--- src/rtl/stb_pkg.sv ---
package stb_pkg;
  localparam int REG_W   = 8;
  localparam int MSS_POS = 6;
  localparam int ESB_POS = 5;
  localparam int N_MASK  = 2;
  localparam int SEL_W   = 3;

  typedef enum logic [SEL_W-1:0] {
    RD_QUERY = 3'd0,
    RD_POLL  = 3'd1,
    RD_ESR   = 3'd2,
    RD_ESE   = 3'd3,
    RD_SRE   = 3'd4
  } rd_sel_e;

  localparam logic [REG_W-1:0] SRE_KEEP = ~(REG_W'(1) << MSS_POS);
endpackage

--- src/rtl/stb_mask_regs.sv ---
module stb_mask_regs
  import stb_pkg::*;
(
  input  logic             clk,
  input  logic             rst_n,
  input  logic             wr_en,
  input  logic             wr_sel,
  input  logic [REG_W-1:0] wr_data,
  output logic [REG_W-1:0] ese_o,
  output logic [REG_W-1:0] sre_o
);
  logic [REG_W-1:0] regs_q [N_MASK];

  for (genvar g = 0; g < N_MASK; g++) begin : g_mask
    localparam logic [REG_W-1:0] KEEP = (g == 1) ? SRE_KEEP : '1;
    always_ff @(posedge clk or negedge rst_n) begin
      if (!rst_n)
        regs_q[g] <= '0;
      else if (wr_en && (wr_sel == 1'(g)))
        regs_q[g] <= wr_data & KEEP;
    end
  end

  assign ese_o = regs_q[0];
  assign sre_o = regs_q[1];
endmodule

--- src/rtl/stb_esr_bank.sv ---
module stb_esr_bank
  import stb_pkg::*;
(
  input  logic             clk,
  input  logic             rst_n,
  input  logic [REG_W-1:0] evt_i,
  input  logic             clr_i,
  output logic [REG_W-1:0] esr_o
);
  for (genvar b = 0; b < REG_W; b++) begin : g_bit
    logic bit_q;
    always_ff @(posedge clk or negedge rst_n) begin
      if (!rst_n) bit_q <= 1'b0;
      else        bit_q <= (bit_q & ~clr_i) | evt_i[b];
    end
    assign esr_o[b] = bit_q;
  end
endmodule

--- src/rtl/stb_srq_ctrl.sv ---
module stb_srq_ctrl (
  input  logic clk,
  input  logic rst_n,
  input  logic mss_i,
  input  logic ack_i,
  output logic rqs_o
);
  logic mss_q;
  logic rqs_q;
  logic rise;

  assign rise  = mss_i & ~mss_q;
  assign rqs_o = rqs_q | rise;

  always_ff @(posedge clk or negedge rst_n) begin
    if (!rst_n) begin
      mss_q <= 1'b0;
      rqs_q <= 1'b0;
    end else begin
      mss_q <= mss_i;
      rqs_q <= ack_i ? 1'b0 : rqs_o;
    end
  end
endmodule

--- src/rtl/stb_unit.sv ---
module stb_unit
  import stb_pkg::*;
(
  input  logic             clk,
  input  logic             rst_n,
  input  logic             cond_fault,
  input  logic             cond_busy,
  input  logic             cond_errq,
  input  logic             cond_ques,
  input  logic             cond_mav,
  input  logic             cond_oper,
  input  logic [REG_W-1:0] std_evt,
  input  logic             cls,
  input  logic             wr_en,
  input  logic             wr_sel,
  input  logic [REG_W-1:0] wr_data,
  input  logic             rd_en,
  input  logic [SEL_W-1:0] rd_sel,
  output logic [REG_W-1:0] rd_data,
  output logic             srq
);
  logic [REG_W-1:0] ese_q, sre_q, esr_q, stb_base;
  logic esb, mss, rqs_now, rd_esr, rd_poll;

  assign rd_esr  = rd_en && (rd_sel == RD_ESR);
  assign rd_poll = rd_en && (rd_sel == RD_POLL);

  stb_mask_regs u_masks (
    .clk(clk), .rst_n(rst_n), .wr_en(wr_en), .wr_sel(wr_sel),
    .wr_data(wr_data), .ese_o(ese_q), .sre_o(sre_q)
  );

  stb_esr_bank u_esr (
    .clk(clk), .rst_n(rst_n), .evt_i(std_evt),
    .clr_i(cls | rd_esr), .esr_o(esr_q)
  );

  assign esb = |(esr_q & ese_q);

  always_comb begin
    stb_base = {cond_oper, 1'b0, 1'b0, cond_mav, cond_ques, cond_errq, cond_busy, cond_fault};
    stb_base[ESB_POS] = esb;
  end

  assign mss = |(stb_base & sre_q & SRE_KEEP);

  stb_srq_ctrl u_srq (
    .clk(clk), .rst_n(rst_n), .mss_i(mss),
    .ack_i(rd_poll | cls), .rqs_o(rqs_now)
  );

  assign srq = rqs_now;

  always_comb begin
    rd_data = '0;
    unique case (rd_sel)
      RD_QUERY: begin rd_data = stb_base; rd_data[MSS_POS] = mss;     end
      RD_POLL:  begin rd_data = stb_base; rd_data[MSS_POS] = rqs_now; end
      RD_ESR:   rd_data = esr_q;
      RD_ESE:   rd_data = ese_q;
      RD_SRE:   rd_data = sre_q;
      default:  rd_data = '0;
    endcase
  end
endmodule

--- config.mk ---
export PLATFORM = sky130hd
export DESIGN_NAME = stb_unit
export DESIGN_NICKNAME = d
export VERILOG_FILES = /design/src/rtl/stb_pkg.sv /design/src/rtl/stb_mask_regs.sv /design/src/rtl/stb_esr_bank.sv /design/src/rtl/stb_srq_ctrl.sv /design/src/rtl/stb_unit.sv
export SDC_FILE = /design/constraint.sdc
export NUM_CORES = 1
export LEC_CHECK = 0
export ABC_AREA = 1
export BUFFER_PORTS_ARGS = -buffer_cell sky130_fd_sc_hd__buf_2
export CAP_MARGIN = 25
export CORE_MARGIN = 2
export CORE_UTILIZATION = 50
export DETAILED_ROUTE_END_ITERATION = 10
export PLACE_DENSITY = 0.89
export SLEW_MARGIN = 20
export SYNTH_ARGS = -nofsm -noshare
export SYNTH_HDL_FRONTEND = slang
export SYNTH_SLANG_ARGS = --single-unit
--- constraint.sdc ---
create_clock -name clk -period 1.24 [get_ports clk]
set_input_delay 0.124 -clock clk [delete_from_list [all_inputs] [get_ports clk]]
set_output_delay 0.124 -clock clk [all_outputs]
set_load 0.1 [all_outputs]
Yosys cells after proc, flatten, opt, wreduce, memory -nomap -nowiden:

Cells that the tools add are included.

* logic and storage cells: 50
* flip-flop bits (word level): 25
* bits of input ports: 31
* output and inout bits: 9

* reduce and logical (&&, ||, !) cells: 7
* mux-type cells: 2
* eq/ne operators: 4
* bitwise logic cells: 25

Operators by type and width (number)
* one-hot mux 8 bit (5 select lines): 1
* AND 8 bit: 2
* OR 1 bit: 11
* AND 1 bit: 9
* OR reduction 8 bit: 1
* OR reduction 7 bit: 1
* == test 3 x 2 -> 1 bit (second input constant): 2
* logical AND 1 bit: 4
* == test 3 x 1 -> 1 bit (second input constant): 1
* == test 3 bit (second input constant): 1
* zero test 3 bit: 1
* inverter 1 bit: 3
* 2-to-1 mux 1 bit: 1

Depth between registers and ports, before layout:

Gate-level depths: netlist of run 1.

* depth in word-level cells: 7
* gate-level depth with buffers: 10
* depth with buffers taken out: 10

Hierarchy:

A second synthesis of run 1 with hierarchy kept.

* cell total of the unflattened synthesis: 202
* area total of the unflattened synthesis: 1443.9 um^2

Modules (own cells, without submodules)
* stb_mask_regs: sequential area each 375.4 um^2, area each 631.9 um^2, cells each 68, instances 1
* stb_unit: sequential area each 0.0 um^2, area each 381.6 um^2, cells each 86, instances 1
* stb_esr_bank: sequential area each 200.2 um^2, area each 354.1 um^2, cells each 41, instances 1
* stb_srq_ctrl: sequential area each 50.0 um^2, area each 76.3 um^2, cells each 7, instances 1

Least setup slack after synthesis of run 1:

Ideal clock, no wire load.

* path kind: input to output
* start: in rd_sel[0]
* end: out rd_data[0]
* data required time: 1116 ps
* stages on the path: 3
* buffers on the path: 0
* data arrival time: 1914 ps
* slack: -798 ps
* cells stage by stage: nor2_1 nand2_2 o2111ai_1

* word-level cells in the longest chain between the ends: 2

RTL lines
* start, declared: line stb_unit.sv:18 `input logic [SEL_W-1:0] rd_sel,`
* == test 3 bit (tied with other cells): line stb_unit.sv:56 `unique case (rd_sel)`
* one-hot mux 8 bit (5 select lines) *: line stb_unit.sv:56
* end, declared: line stb_unit.sv:19 `output logic [REG_W-1:0] rd_data,`

Every way passes the cells marked *; elsewhere a longest branch is shown, timed or not.

Worst setup path after layout of run 1:

* start: reg u_masks.regs_q (netlist bit u_masks.ese_o[4])
* end: out rd_data[6]

* word-level cells in the longest chain between the ends: 7

RTL lines
* start, declared: line stb_mask_regs.sv:12 `logic [REG_W-1:0] regs_q [N_MASK];`
* start signal, assigned by index: line stb_mask_regs.sv:20 `regs_q[g] <= wr_data & KEEP;`
* AND 8 bit *: line stb_unit.sv:38 `assign esb = |(esr_q & ese_q);`
* OR reduction 8 bit *: line stb_unit.sv:38
* AND 8 bit *: line stb_unit.sv:45 `assign mss = |(stb_base & sre_q & SRE_KEEP);`
* OR reduction 7 bit *: line stb_unit.sv:45
* net mss: line stb_unit.sv:23 `logic esb, mss, rqs_now, rd_esr, rd_poll;`
* AND 1 bit: line stb_srq_ctrl.sv:12 `assign rise = mss_i & ~mss_q;`
* OR 1 bit: line stb_srq_ctrl.sv:13 `assign rqs_o = rqs_q | rise;`
* one-hot mux 8 bit (5 select lines) *: line stb_unit.sv:56

The timed path passes the listed nets; every way through them passes the cells marked *.

==> insert_results.sql, run 1 <==
INSERT INTO impl_metrics (metric_group, metric, value, unit) VALUES
('drt', 'first_iter_violations', '166', ''),
('sta', 'worst_clock_skew', '0.002888', 'ns'),
('drt', 'ant_nets', '0', ''),
('yosys', 'yosys_top_cell_area_share', '0.4921', ''),
('power', 'total_leakage_power', '1.205', 'nW'),
('power', 'power_per_cell_area', '1154', 'nW/um2'),
('setup_path', 'cell_type_group_with_the_largest_total_delay_on_the_critical_path', 'simple AND/OR/NAND/NOR gates', ''),
('yosys', 'post_synth_instance_area', '1271', 'um2'),
('yosys', 'ys_types', '15', ''),
('sta', 'fin_hold_ws', '0.02162', 'ns'),
('yosys', 'synth.area.top_cells', 'sky130_fd_sc_hd__dfrtp_1, sky130_fd_sc_hd__nand2_1, sky130_fd_sc_hd__inv_1', ''),
('yosys', 'yosys_warnings', '0', ''),
('yosys', 'synthCells', '164', ''),
('sta', 'fmax', '519.4', 'MHz'),
('setup_path', 'cp_num_buf_inv', '1', ''),
('clock_network', 'cts.sink_count', '25', ''),
('clock_network', 'ctsRootBufferMaster', 'sky130_fd_sc_hd__clkbuf_4', ''),
('sta', 'fin_crit_sh', '1.553', ''),
('worst_hold_path', 'hold_class', 'in -> reg', ''),
('setup_path', 'cp_arrival', '1.80', 'ns'),
('yosys', 'postSynthAreaPerCell', '7.751', 'um2'),
('setup_path', 'worst-setup-path-type', 'reg -> out', ''),
('clock_network', 'cts_inserted_buffers', '3', ''),
('setup_path', 'rr_startpoint', 'u_masks.ese_o[4]$_DFFE_PN0P_', ''),
('clock_network', 'clock_tree_from_tritoncts', 'built', ''),
('sta', 'report.final.slew_viol_count', '0', ''),
('clock_network', 'clk_latency', '0.32', 'ns'),
('sta', 'unrepaired_setup_endpoints_after_global_routing', 'true', ''),
('cells_and_area', 'insertedDiodeCount', '0', ''),
('sta', 'final-setup-viol-count', '10', ''),
('die', 'die_width', '54.42', 'um'),
('global_route', 'number_of_global_route_vias_before_repair', '1497', ''),
('drt', 'drc', '0', ''),
('sta', 'final.min_clock_period', '1.925', 'ns'),
('setup_path', 'critical_path.cell_chain', 'nand2_1 -> nand2_1 -> nor2_2 -> nand2_1 -> nand2_2 -> nand2_4 -> nand2_4 -> nand2_8 -> nand2_8 -> nand2_8 -> buf_12', ''),
('place', 'final_estimated_routing_congestion_in_global_placement', '0.8346', ''),
('clock_network', 'max-clock-path-buffers', '2', ''),
('place', 'dp_hpwl', '2835', 'um'),
('sta', 'least_setup_slack_across_all_paths_after_layout', '-0.6855', 'ns'),
('clock_network', 'clk_transition_reported_paths', '0.14', 'ns'),
('cells_and_area', 'finish.utilization', '0.9244', ''),
('run_status', 'status', 'finished, violations left', ''),
('setup_path', 'worstPathMaxFanout', '3', ''),
('global_route', 'grt_max_degree', '26', ''),
('global_route', 'globalRoute.totalOverflow', '0', ''),
('setup_path', 'critical_path.endpoint_type', 'output port', ''),
('drt', 'drt_pre_antenna_iters', '5', ''),
('sta', 'report.final.hold_viol_count', '0', ''),
('yosys', 'yosysTopAreaCell', 'sky130_fd_sc_hd__dfrtp_1', ''),
('sta', 'max_slew_margin', '0.6243', ''),
('die', 'floorplan.initialDensity', '0.5226', ''),
('power', 'ir_drop', '0.9874', 'mV'),
('cells_and_area', 'number_of_nets_in_the_finished_design', '265', ''),
('cells_and_area', 'layout-drive-gt1-share', '0.4335', ''),
('yosys', 'postSynthNetCount', '195', ''),
('yosys', 'synth.yosys.seq_area_share', '0.4921', ''),
('setup_path', 'crit_slowest_cell', 'sky130_fd_sc_hd__dfrtp_1', ''),
('setup_path', 'startpoint', 'u_masks.ese_o[4]$_DFFE_PN0P_', ''),
('die', 'core_area', '2432', 'um2'),
('clock_network', 'number_of_h_tree_levels', '1', ''),
('die', 'die_outline_area', '2962', 'um2'),
('yosys', 'ffs_latches_synth', '25', ''),
('drt', 'detail_route.wl_per_cell', '20.79', 'um'),
('global_route', 'initial_antenna_violation_count', '0', ''),
('die', 'num_io_pins', '40', ''),
('die', 'number_of_standard_cell_rows_in_the_floorplan', '18', ''),
('setup_path', 'max_stage_delay', '0.43', 'ns'),
('drt', 'drt-total-wl', '5469', 'um'),
('global_route', 'gr_usage_total', '0.3575', ''),
('die', 'dieHeight', '54.42', 'um'),
('sta', 'tightestPinTransition', '0.5635', 'ns'),
('setup_path', 'crit_required', '1.12', 'ns'),
('worst_hold_path', 'min-delay-start', 'std_evt[2]', ''),
('drt', 'routed-via-count', '1594', ''),
('global_route', 'global_route_wire_length_before_repair', '7203', 'um'),
('setup_path', 'crit_path_start_kind', 'flip-flop', ''),
('place', 'port_buffers', '39', ''),
('job', 'cap_viol_max_count', '0', ''),
('drt', 'vias_per_cell', '6.061', ''),
('cells_and_area', 'area_growth', '76.87', '%'),
('run_status', 'violations', 'negative setup slack', '');
-- layout make-up --
type,instances,area (um2)
Tap cell,30,37.54
Inverter,26,103.9
Multi-Input combinational cell,111,839.6
Timing Repair Buffer,67,614.3
Fill cell,94,183.9
Clock buffer,3,22.52
Sequential cell,25,625.6
Clock inverter,1,5.005
-- worst paths after layout --
kind	slack [ns]	depth (start not counted)	endpoint
setup / recovery	-0.69	11	rd_data[6]
hold / removal	0.02	2	u_esr.g_bit[2].bit_q$_DFF_PN0_
setup reg to reg	-0.05	8	u_srq.rqs_q$_DFF_PN0_
hold reg to reg	0.58	2	u_esr.g_bit[6].bit_q$_DFF_PN0_
max in group asynchronous	0.55	2	u_masks.ese_o[4]$_DFFE_PN0P_
min in group asynchronous	0.31	2	u_masks.sre_o[2]$_DFFE_PN0P_
-- worst register-to-register path, delay by kind of cell, from the launching register on --
| family | cells | cell delay (ns) |
|---|---|---|
| AOI/OAI and AO/OA | 1 | 0.07 |
| DFF | 1 | 0.43 |
| and+or+nand+nor | 7 | 0.70 |
-- cell families (layout without fill, tap and decap cells) --
family | count (synthesis) | after routing | share of synthesized area
buffers and inverters | 28 | 97 | 0.08365
AOI/OAI and AO/OA | 34 | 34 | 0.1791
and+or+nand+nor | 76 | 76 | 0.2362
muxes | 1 | 1 | 0.008858
DFF | 25 | 25 | 0.4921
-- power by group --
group / internal [mW] / switching [mW]
sequential: 0.905 / 0.0679
clock: 0.121 / 0.260
combinational: 0.485 / 0.756
total: 1.51 / 1.08
-- synth_stat cells --
library cell	instances
sky130_fd_sc_hd__nand2_1	64
sky130_fd_sc_hd__inv_1	26
sky130_fd_sc_hd__dfrtp_1	25
sky130_fd_sc_hd__o21ai_0	16
sky130_fd_sc_hd__o21bai_1	8
sky130_fd_sc_hd__o2111ai_1	7
sky130_fd_sc_hd__nor2_1	5
sky130_fd_sc_hd__nand2_2	4
sky130_fd_sc_hd__a21oi_1	2
sky130_fd_sc_hd__nand3_1	2
sky130_fd_sc_hd__buf_2	1
sky130_fd_sc_hd__clkbuf_1	1
sky130_fd_sc_hd__mux2_2	1
sky130_fd_sc_hd__nand4_1	1
sky130_fd_sc_hd__o21ai_4	1
-- metal layers --
layer	global-route usage	vias to the layer above	wire length, um
met5	0	-	0
met4	0.1583	0	403
met3	0.09290	54	539
met2	0.6185	136	2632
met1	0.4133	743	1894
li1	-	661	-
-- cell usage in the layout, fill, tap and decap left out --
cell	instances
sky130_fd_sc_hd__nand2_4	15
sky130_fd_sc_hd__clkbuf_4	3
sky130_fd_sc_hd__buf_12	11
sky130_fd_sc_hd__buf_6	9
sky130_fd_sc_hd__dlygate4sd3_1	6
sky130_fd_sc_hd__inv_1	24
sky130_fd_sc_hd__clkinv_2	1
sky130_fd_sc_hd__nand2_1	46
sky130_fd_sc_hd__buf_2	30
sky130_fd_sc_hd__nand4_1	1
sky130_fd_sc_hd__buf_4	11
sky130_fd_sc_hd__o21ai_0	16
sky130_fd_sc_hd__nand2_2	4
sky130_fd_sc_hd__o21bai_1	8
sky130_fd_sc_hd__clkinvlp_4	1
sky130_fd_sc_hd__nor2_1	3
sky130_fd_sc_hd__a21oi_4	1
sky130_fd_sc_hd__dfrtp_1	25
sky130_fd_sc_hd__a21oi_1	1
sky130_fd_sc_hd__nand2_8	3
sky130_fd_sc_hd__inv_4	1
sky130_fd_sc_hd__o2111ai_4	7
sky130_fd_sc_hd__o21ai_4	1
sky130_fd_sc_hd__nor2_2	2
sky130_fd_sc_hd__mux2_2	1
sky130_fd_sc_hd__nand3_1	2
-- sequential cells by signal, summed over array words and instances (netlist names) --
signal and flops:
u_srq.rqs_q 1, u_esr.g_bit.bit_q 8, u_srq.mss_q 1, u_masks.sre_o 7, u_masks.ese_o 8
-- what timing repair did --
| item | 4_1_cts | 5_1_grt |
|---|---|---|
| buffers inserted | 3 | 4 |
| pin swaps | 18 | 8 |
| hold endpoints to repair | 30 | 0 |
| endpoints found under the setup margin | 9 | 10 |
| resized for setup | 35 | 19 |
| hold buffers | 6 | 0 |
-- metrics by stage --
stage / instances / instance area (um2) / setup TNS (ns) / setup WS (ns) / power, mW
3_5_place_dp: 251 / 1896 / -0.5668 / -0.2630 / 1.973
5_1_grt: 263 / 2248 / -3.555 / -0.7672 / 2.684
4_1_cts: 262 / 2175 / -2.449 / -0.5558 / 2.463
2_1_floorplan: 164 / 1361 / -1.573 / -0.2039 / 1.543
3_3_place_gp: 251 / 1896 / -0.2747 / -0.1745 / 1.945
6_report: 263 / 2248 / -3.050 / -0.6855 / 2.594
Note: power is estimated with default switching activity, not from simulation.
==> run 2, diff against run 1 <==
--- a/config.mk
+++ b/config.mk
@@ -12,6 +12,7 @@
 export CORE_UTILIZATION = 50
 export DETAILED_ROUTE_END_ITERATION = 10
 export PLACE_DENSITY = 0.89
+export SETUP_SLACK_MARGIN = 0.15
 export SLEW_MARGIN = 20
 export SYNTH_ARGS = -nofsm -noshare
 export SYNTH_HDL_FRONTEND = slang
==> insert_results.sql, run 2 (synthesized netlist as in run 1, its figures left out) <==
INSERT INTO impl_metrics (metric_group, metric, value, unit) VALUES
('run_status', 'status', 'finished, violations left', ''),
('run_status', 'violations', 'negative hold slack, negative setup slack', ''),
('die', 'core_area', '2432', 'um2'),
('power', 'swShare', '0.4313', ''),
('setup_path', 'worst-r2r-cell-count', '10', ''),
('setup_path', 'r2r_slack', '-0.31', 'ns'),
('job', 'cap_viol_max_count', '0', ''),
('place', 'port_buffers', '39', ''),
('sta', 'fmax', '500.8', 'MHz'),
('drt', 'routed-via-count', '1834', ''),
('die', 'die_width', '54.42', 'um'),
('place', 'placement.cell_area', '2003', 'um2'),
('die', 'floorplan.initialDensity', '0.5226', ''),
('cells_and_area', 'final_cell_area', '2375', 'um2'),
('sta', 'fin_hold_ws', '-0.01102', 'ns'),
('worst_hold_path', 'hold_class', 'in -> reg', ''),
('clock_network', 'clock_tree_from_tritoncts', 'built', ''),
('die', 'number_of_standard_cell_rows_in_the_floorplan', '18', ''),
('setup_path', 'worstPathMaxFanout', '3', ''),
('setup_path', 'worst-setup-path-type', 'reg -> out', ''),
('clock_network', 'number_of_h_tree_levels', '1', ''),
('clock_network', 'max-clock-path-buffers', '2', ''),
('cells_and_area', 'stdcell_count', '274', ''),
('die', 'die_outline_area', '2962', 'um2'),
('power', 'ir_drop', '1.437', 'mV'),
('drt', 'ant_nets', '0', ''),
('sta', 'tightestPinTransition', '0.5752', 'ns'),
('place', 'final_estimated_routing_congestion_in_global_placement', '0.8400', ''),
('global_route', 'gr_usage_total', '0.4063', ''),
('power', 'total_leakage_power', '1.273', 'nW'),
('clock_network', 'ctsRootBufferMaster', 'sky130_fd_sc_hd__clkbuf_4', ''),
('clock_network', 'clk_latency', '0.34', 'ns'),
('setup_path', 'crit_path_start_kind', 'flip-flop', ''),
('drt', 'vias_per_cell', '6.693', ''),
('cells_and_area', 'finish.utilization', '0.9763', ''),
('setup_path', 'crit_required', '1.12', 'ns'),
('worst_hold_path', 'instance_count_along_the_most_critical_hold_path', '2', ''),
('sta', 'fin_crit_sh', '1.610', ''),
('setup_path', 'cp_arrival', '1.87', 'ns'),
('power', 'power_per_cell_area', '1186', 'nW/um2'),
('worst_hold_path', 'min-delay-start', 'std_evt[3]', ''),
('die', 'dieHeight', '54.42', 'um'),
('global_route', 'grt_max_degree', '26', ''),
('place', 'place.detailed.instances', '252', ''),
('sta', 'unrepaired_setup_endpoints_after_global_routing', 'true', ''),
('power', 'pwr-share-seq', '0.354', ''),
('worst_hold_path', 'holdPathEnd', 'u_esr.g_bit[3].bit_q$_DFF_PN0_', ''),
('sta', 'final.min_clock_period', '1.997', 'ns'),
('sta', 'report.final.slew_viol_count', '0', ''),
('cells_and_area', 'layout-drive-gt1-share', '0.5000', ''),
('drt', 'drt-total-wl', '7557', 'um'),
('sta', 'worst_clock_skew', '0.007259', 'ns'),
('setup_path', 'critical_path.endpoint_type', 'output port', ''),
('cells_and_area', 'layout_commonest_cell', 'sky130_fd_sc_hd__nand2_1', ''),
('setup_path', 'r2r_end', 'u_srq.rqs_q$_DFF_PN0_', ''),
('sta', 'report.final.hold_viol_count', '2', ''),
('drt', 'first_iter_violations', '173', ''),
('clock_network', 'cts.sink_count', '25', ''),
('clock_network', 'clk_transition_reported_paths', '0.15', 'ns'),
('sta', 'final-setup-viol-count', '11', ''),
('die', 'num_io_pins', '40', ''),
('sta', 'least_setup_slack_across_all_paths_after_layout', '-0.7569', 'ns'),
('power', 'clockPowerShare', '0.139', ''),
('place', 'dp_hpwl', '2983', 'um'),
('global_route', 'initial_antenna_violation_count', '0', ''),
('sta', 'max_slew_margin', '0.6165', ''),
('power', 'comb_power_share', '0.507', ''),
('cells_and_area', 'final_cell_mix', 'sky130_fd_sc_hd__nand2_1, sky130_fd_sc_hd__buf_2, sky130_fd_sc_hd__dfrtp_1', ''),
('drt', 'drc', '0', ''),
('clock_network', 'cts_inserted_buffers', '3', ''),
('power', 'power_report.internal_total', '1.602', 'mW'),
('cells_and_area', 'insertedDiodeCount', '0', ''),
('cells_and_area', 'area_growth', '86.81', '%'),
('setup_path', 'rr_startpoint', 'u_masks.ese_o[3]$_DFFE_PN0P_', ''),
('global_route', 'global_route_wire_length_before_repair', '8100', 'um'),
('power', 'netSwitchingPower', '1.215', 'mW'),
('global_route', 'number_of_global_route_vias_before_repair', '1628', ''),
('drt', 'drt_pre_antenna_iters', '6', ''),
('global_route', 'globalRoute.totalOverflow', '0', ''),
('cells_and_area', 'number_of_nets_in_the_finished_design', '276', ''),
('drt', 'detail_route.wl_per_cell', '27.58', 'um');
[run 2: changes by cell type in the layout (fill, tap and decap cells not counted), sizes merged]
cell / delta
dlygate4sd3: -3
clkinv: -1
clkbuf: +1
inv: -1
buf: +14
clkinvlp: +1
[run 2: power by group through the flow]
stage               combinational [mW]  clock [mW]  sequential, mW
global placement                  1.03           0           0.963
CTS                               1.23       0.369           0.962
floorplan                        0.621           0           0.966
detailed placement                1.07           0           0.972
finish                            1.43       0.393           0.997
global route                      1.47       0.415           0.994
[run 2: per-stage QoR]
| stage | worst slack [ns] | power [mW] | TNS [ns] |
|---|---|---|---|
| 2_1_floorplan | -0.1465 | 1.587 | -0.1465 |
| 3_3_place_gp | -0.1690 | 1.996 | -0.5409 |
| 3_5_place_dp | -0.3021 | 2.038 | -1.048 |
| 4_1_cts | -0.5597 | 2.566 | -2.549 |
| 5_1_grt | -0.7992 | 2.878 | -4.809 |
| 6_report | -0.7569 | 2.816 | -4.307 |
[run 2: area by class of cell]
cell class | instances | area, um2
multi-input combinational | 111 | 868.3
sequential | 25 | 625.6
clock buffer | 4 | 26.28
inverter | 26 | 105.1
timing repair buffer | 78 | 711.9
tap | 30 | 37.54
fill | 37 | 57.56
[run 2: critical path, cell delays in order (launching register included)]
cell,delay [ns]
sky130_fd_sc_hd__dfrtp_1,0.45
sky130_fd_sc_hd__nand2_1,0.13
sky130_fd_sc_hd__nand2_1,0.10
sky130_fd_sc_hd__nor2_2,0.14
sky130_fd_sc_hd__nand2_2,0.09
sky130_fd_sc_hd__nand2_2,0.09
sky130_fd_sc_hd__nand2_4,0.08
sky130_fd_sc_hd__nand2_4,0.10
sky130_fd_sc_hd__nand2_8,0.06
sky130_fd_sc_hd__nand2_4,0.08
sky130_fd_sc_hd__nand2_8,0.05
sky130_fd_sc_hd__buf_12,0.16
[run 2: worst max-delay path by stage]
stage                     cells after the start                           start    endpoint  slack [ns]
after floorplan                              10    u_masks.ese_o[0]$_DFFE_PN0P_  rd_data[6]       -0.15
after global placement                        9  u_esr.g_bit[6].bit_q$_DFF_PN0_  rd_data[6]       -0.17
after detailed placement                      9  u_esr.g_bit[6].bit_q$_DFF_PN0_  rd_data[6]       -0.30
after CTS                                    11    u_masks.ese_o[4]$_DFFE_PN0P_  rd_data[6]       -0.56
after global routing                         11    u_masks.ese_o[3]$_DFFE_PN0P_  rd_data[6]       -0.80
final                                        11    u_masks.ese_o[3]$_DFFE_PN0P_  rd_data[6]       -0.76
[run 2: metal layers]
metal / share of wire / GRT usage
met5: 0 / 0
met4: 0.13 / 0.1417
met3: 0.12 / 0.06557
met2: 0.44 / 0.7430
met1: 0.31 / 0.4764
[run 2: repair_timing]
| action | 4_1_cts | 5_1_grt |
|---|---|---|
| setup endpoints to repair | 10 | 11 |
| pin swaps | 13 | 2 |
| hold buffers | 3 | 0 |
| gates resized for setup | 48 | 10 |
| buffers inserted | 6 | 9 |
| hold endpoints to repair | 27 | 0 |
==> run 3, diff against run 2 <==
--- a/config.mk
+++ b/config.mk
@@ -8,10 +8,9 @@
 export ABC_AREA = 1
 export BUFFER_PORTS_ARGS = -buffer_cell sky130_fd_sc_hd__buf_2
 export CAP_MARGIN = 25
-export CORE_MARGIN = 2
-export CORE_UTILIZATION = 50
+export CORE_UTILIZATION = 53
 export DETAILED_ROUTE_END_ITERATION = 10
-export PLACE_DENSITY = 0.89
+export PLACE_DENSITY = 0.93
 export SETUP_SLACK_MARGIN = 0.15
 export SLEW_MARGIN = 20
 export SYNTH_ARGS = -nofsm -noshare
==> constraint.sdc (replaced) <==
create_clock -name clk -period 2.4 [get_ports clk]
set_input_delay 0.24 -clock clk [delete_from_list [all_inputs] [get_ports clk]]
set_output_delay 0.24 -clock clk [all_outputs]
set_load 0.1 [all_outputs]
==> insert_results.sql, run 3 (synthesized netlist as in run 1, its figures left out) <==
INSERT INTO impl_metrics (metric_group, metric, value, unit) VALUES
('setup_path', 'crit_required', '2.16', 'ns'),
('place', 'place.detailed.instances', '229', ''),
('setup_path', 'crit_path_start_kind', 'flip-flop', ''),
('die', 'dieHeight', '50.98', 'um'),
('worst_hold_path', 'hold_class', 'in -> reg', ''),
('clock_network', 'post_cts_resized', '0', ''),
('die', 'floorplan.initialDensity', '0.5692', ''),
('sta', 'max_slew_margin', '0.6409', ''),
('global_route', 'globalRoute.totalOverflow', '0', ''),
('clock_network', 'clk_transition_reported_paths', '0.13', 'ns'),
('sta', 'report.final.hold_viol_count', '0', ''),
('drt', 'drt_pre_antenna_iters', '4', ''),
('clock_network', 'clock_tree_from_tritoncts', 'built', ''),
('global_route', 'initial_antenna_violation_count', '0', ''),
('power', 'total_leakage_power', '0.8686', 'nW'),
('drt', 'drt-total-wl', '2738', 'um'),
('cells_and_area', 'seq_area', '625.6', 'um2'),
('cells_and_area', 'insertedDiodeCount', '0', ''),
('power', 'power', '1.021', 'mW'),
('sta', 'final-setup-viol-count', '0', ''),
('die', 'number_of_standard_cell_rows_in_the_floorplan', '17', ''),
('place', 'dpl_worst_slack', '0.7211', 'ns'),
('power', 'ir_drop', '0.4355', 'mV'),
('clock_network', 'number_of_h_tree_levels', '1', ''),
('global_route', 'gr_usage_total', '0.2412', ''),
('clock_network', 'clk_latency', '0.31', 'ns'),
('drt', 'routed-via-count', '1198', ''),
('cells_and_area', 'layout-drive-gt1-share', '0.2330', ''),
('global_route', 'number_of_global_route_vias_before_repair', '1113', ''),
('cells_and_area', 'number_of_nets_in_the_finished_design', '238', ''),
('drt', 'ant_nets', '0', ''),
('setup_path', 'crit_top_cell', 'sky130_fd_sc_hd__nand2_1', ''),
('setup_path', 'startpoint', 'u_masks.ese_o[2]$_DFFE_PN0P_', ''),
('die', 'core_area', '2233', 'um2'),
('die', 'die_width', '50.98', 'um'),
('sta', 'final.min_clock_period', '1.992', 'ns'),
('die', 'num_io_pins', '40', ''),
('place', 'dp_hpwl', '2116', 'um'),
('die', 'die_outline_area', '2598', 'um2'),
('place', 'port_buffers', '39', ''),
('setup_path', 'cp_arrival', '1.75', 'ns'),
('drt', 'drc', '0', ''),
('job', 'cap_viol_max_count', '0', ''),
('setup_path', 'crit_slowest_cell', 'sky130_fd_sc_hd__buf_2', ''),
('setup_path', 'rr_startpoint', 'u_masks.ese_o[2]$_DFFE_PN0P_', ''),
('cells_and_area', 'stdcell_count', '234', ''),
('drt', 'vias_per_cell', '5.120', ''),
('sta', 'unrepaired_setup_endpoints_after_global_routing', 'false', ''),
('setup_path', 'max_stage_delay', '0.41', 'ns'),
('cells_and_area', 'finish.utilization', '0.6846', ''),
('sta', 'fmax', '501.9', 'MHz'),
('global_route', 'grt_max_degree', '26', ''),
('cells_and_area', 'area_growth', '20.28', '%'),
('cells_and_area', 'layout_commonest_cell', 'sky130_fd_sc_hd__nand2_1', ''),
('drt', 'first_iter_violations', '30', ''),
('sta', 'report.final.slew_viol_count', '0', ''),
('sta', 'fin_tns_setup', '0', 'ns'),
('sta', 'worst_clock_skew', '0.001644', 'ns'),
('clock_network', 'max-clock-path-buffers', '2', ''),
('setup_path', 'critical_path.endpoint_type', 'output port', ''),
('sta', 'fin_crit_sh', '0.8301', ''),
('place', 'final_estimated_routing_congestion_in_global_placement', '0.7478', ''),
('cells_and_area', 'final_cell_mix', 'sky130_fd_sc_hd__nand2_1, sky130_fd_sc_hd__buf_2, sky130_fd_sc_hd__inv_1', ''),
('setup_path', 'worst-setup-path-type', 'reg -> out', ''),
('setup_path', 'worstPathMaxFanout', '3', ''),
('cells_and_area', 'fill_cells', '203', ''),
('clock_network', 'cts_inserted_buffers', '3', ''),
('setup_path', 'critical_path.cell_chain', 'nand2_1 -> nand2_1 -> nor2_1 -> nand2_1 -> nand2_1 -> nand2_2 -> nand2_2 -> nand2_2 -> nand2_1 -> nand2_1 -> buf_2', ''),
('worst_hold_path', 'min-delay-start', 'std_evt[2]', ''),
('sta', 'least_setup_slack_across_all_paths_after_layout', '0.4077', 'ns'),
('global_route', 'global_route_wire_length_before_repair', '4712', 'um'),
('clock_network', 'ctsRootBufferMaster', 'sky130_fd_sc_hd__clkbuf_4', ''),
('clock_network', 'cts.sink_count', '25', ''),
('power', 'power_per_cell_area', '667.5', 'nW/um2'),
('cells_and_area', 'multi_input_comb_area', '539.3', 'um2'),
('drt', 'detail_route.wl_per_cell', '11.70', 'um'),
('run_status', 'status', 'finished clean', ''),
('sta', 'tightestPinTransition', '0.5386', 'ns');
[run 3: changes by cell type in the layout (fill, tap and decap cells not counted), sizes merged]
| cell | delta |
|---|---|
| buf | -36 |
| clkinvlp | -2 |
| dlygate4sd3 | -2 |
| inv | +2 |
[run 3: per-stage QoR]
step                      hold WS [ns]  instance area (um2)
after CTS                       0.1156                 1529
after global routing            0.1005                 1529
after global placement          0.2487                 1493
after detailed placement        0.2513                 1493
after floorplan               -0.05559                 1271
final                           0.1144                 1529
[run 3: path summary, 6_finish.rpt]
check / to / slack [ns] / cells after the start
min reg2reg: u_masks.sre_o[0]$_DFFE_PN0P_ / 0.53 / 2
min: u_esr.g_bit[2].bit_q$_DFF_PN0_ / 0.11 / 2
max reg2reg: u_srq.rqs_q$_DFF_PN0_ / 1.25 / 8
min in group asynchronous: u_esr.g_bit[3].bit_q$_DFF_PN0_ / 0.42 / 2
max in group asynchronous: u_masks.sre_o[7]$_DFFE_PN0P_ / 1.62 / 2
max: rd_data[6] / 0.41 / 11
[run 3: critical path: cells and delay by family, from the launching register on]
| kind | cells | cell delay, ns |
|---|---|---|
| AND/OR/NAND/NOR | 10 | 0.64 |
| flip-flops | 1 | 0.40 |
| buffers and inverters | 1 | 0.41 |
[run 3: area by class of cell]
cell class	instances	area share
sequential	25	0.4092
multi-input combinational	111	0.3527
timing repair buffer	40	0.1342
inverter	26	0.06383
tap	28	0.02291
clock buffer	4	0.01718
[run 3: report_power, final]
part | internal [mW] | switching [mW] | total, mW
Sequential | 0.468 | 0.0330 | 0.501
Clock | 0.0648 | 0.118 | 0.183
Combinational | 0.0825 | 0.255 | 0.337
[run 3: routing by layer]
metal / track usage / routed length (um) / share of wire
met5: 0 / 0 / 0
met4: 0.04167 / 10 / 0.0037
met3: 0.02679 / 122 / 0.045
met2: 0.4276 / 1327 / 0.48
met1: 0.3197 / 1279 / 0.47
[run 3: repair_timing]
| action | CTS | global route |
|---|---|---|
| hold endpoints to repair | 25 | 0 |
| hold buffers | 1 | 0 |
| buffers inserted | 0 | 0 |
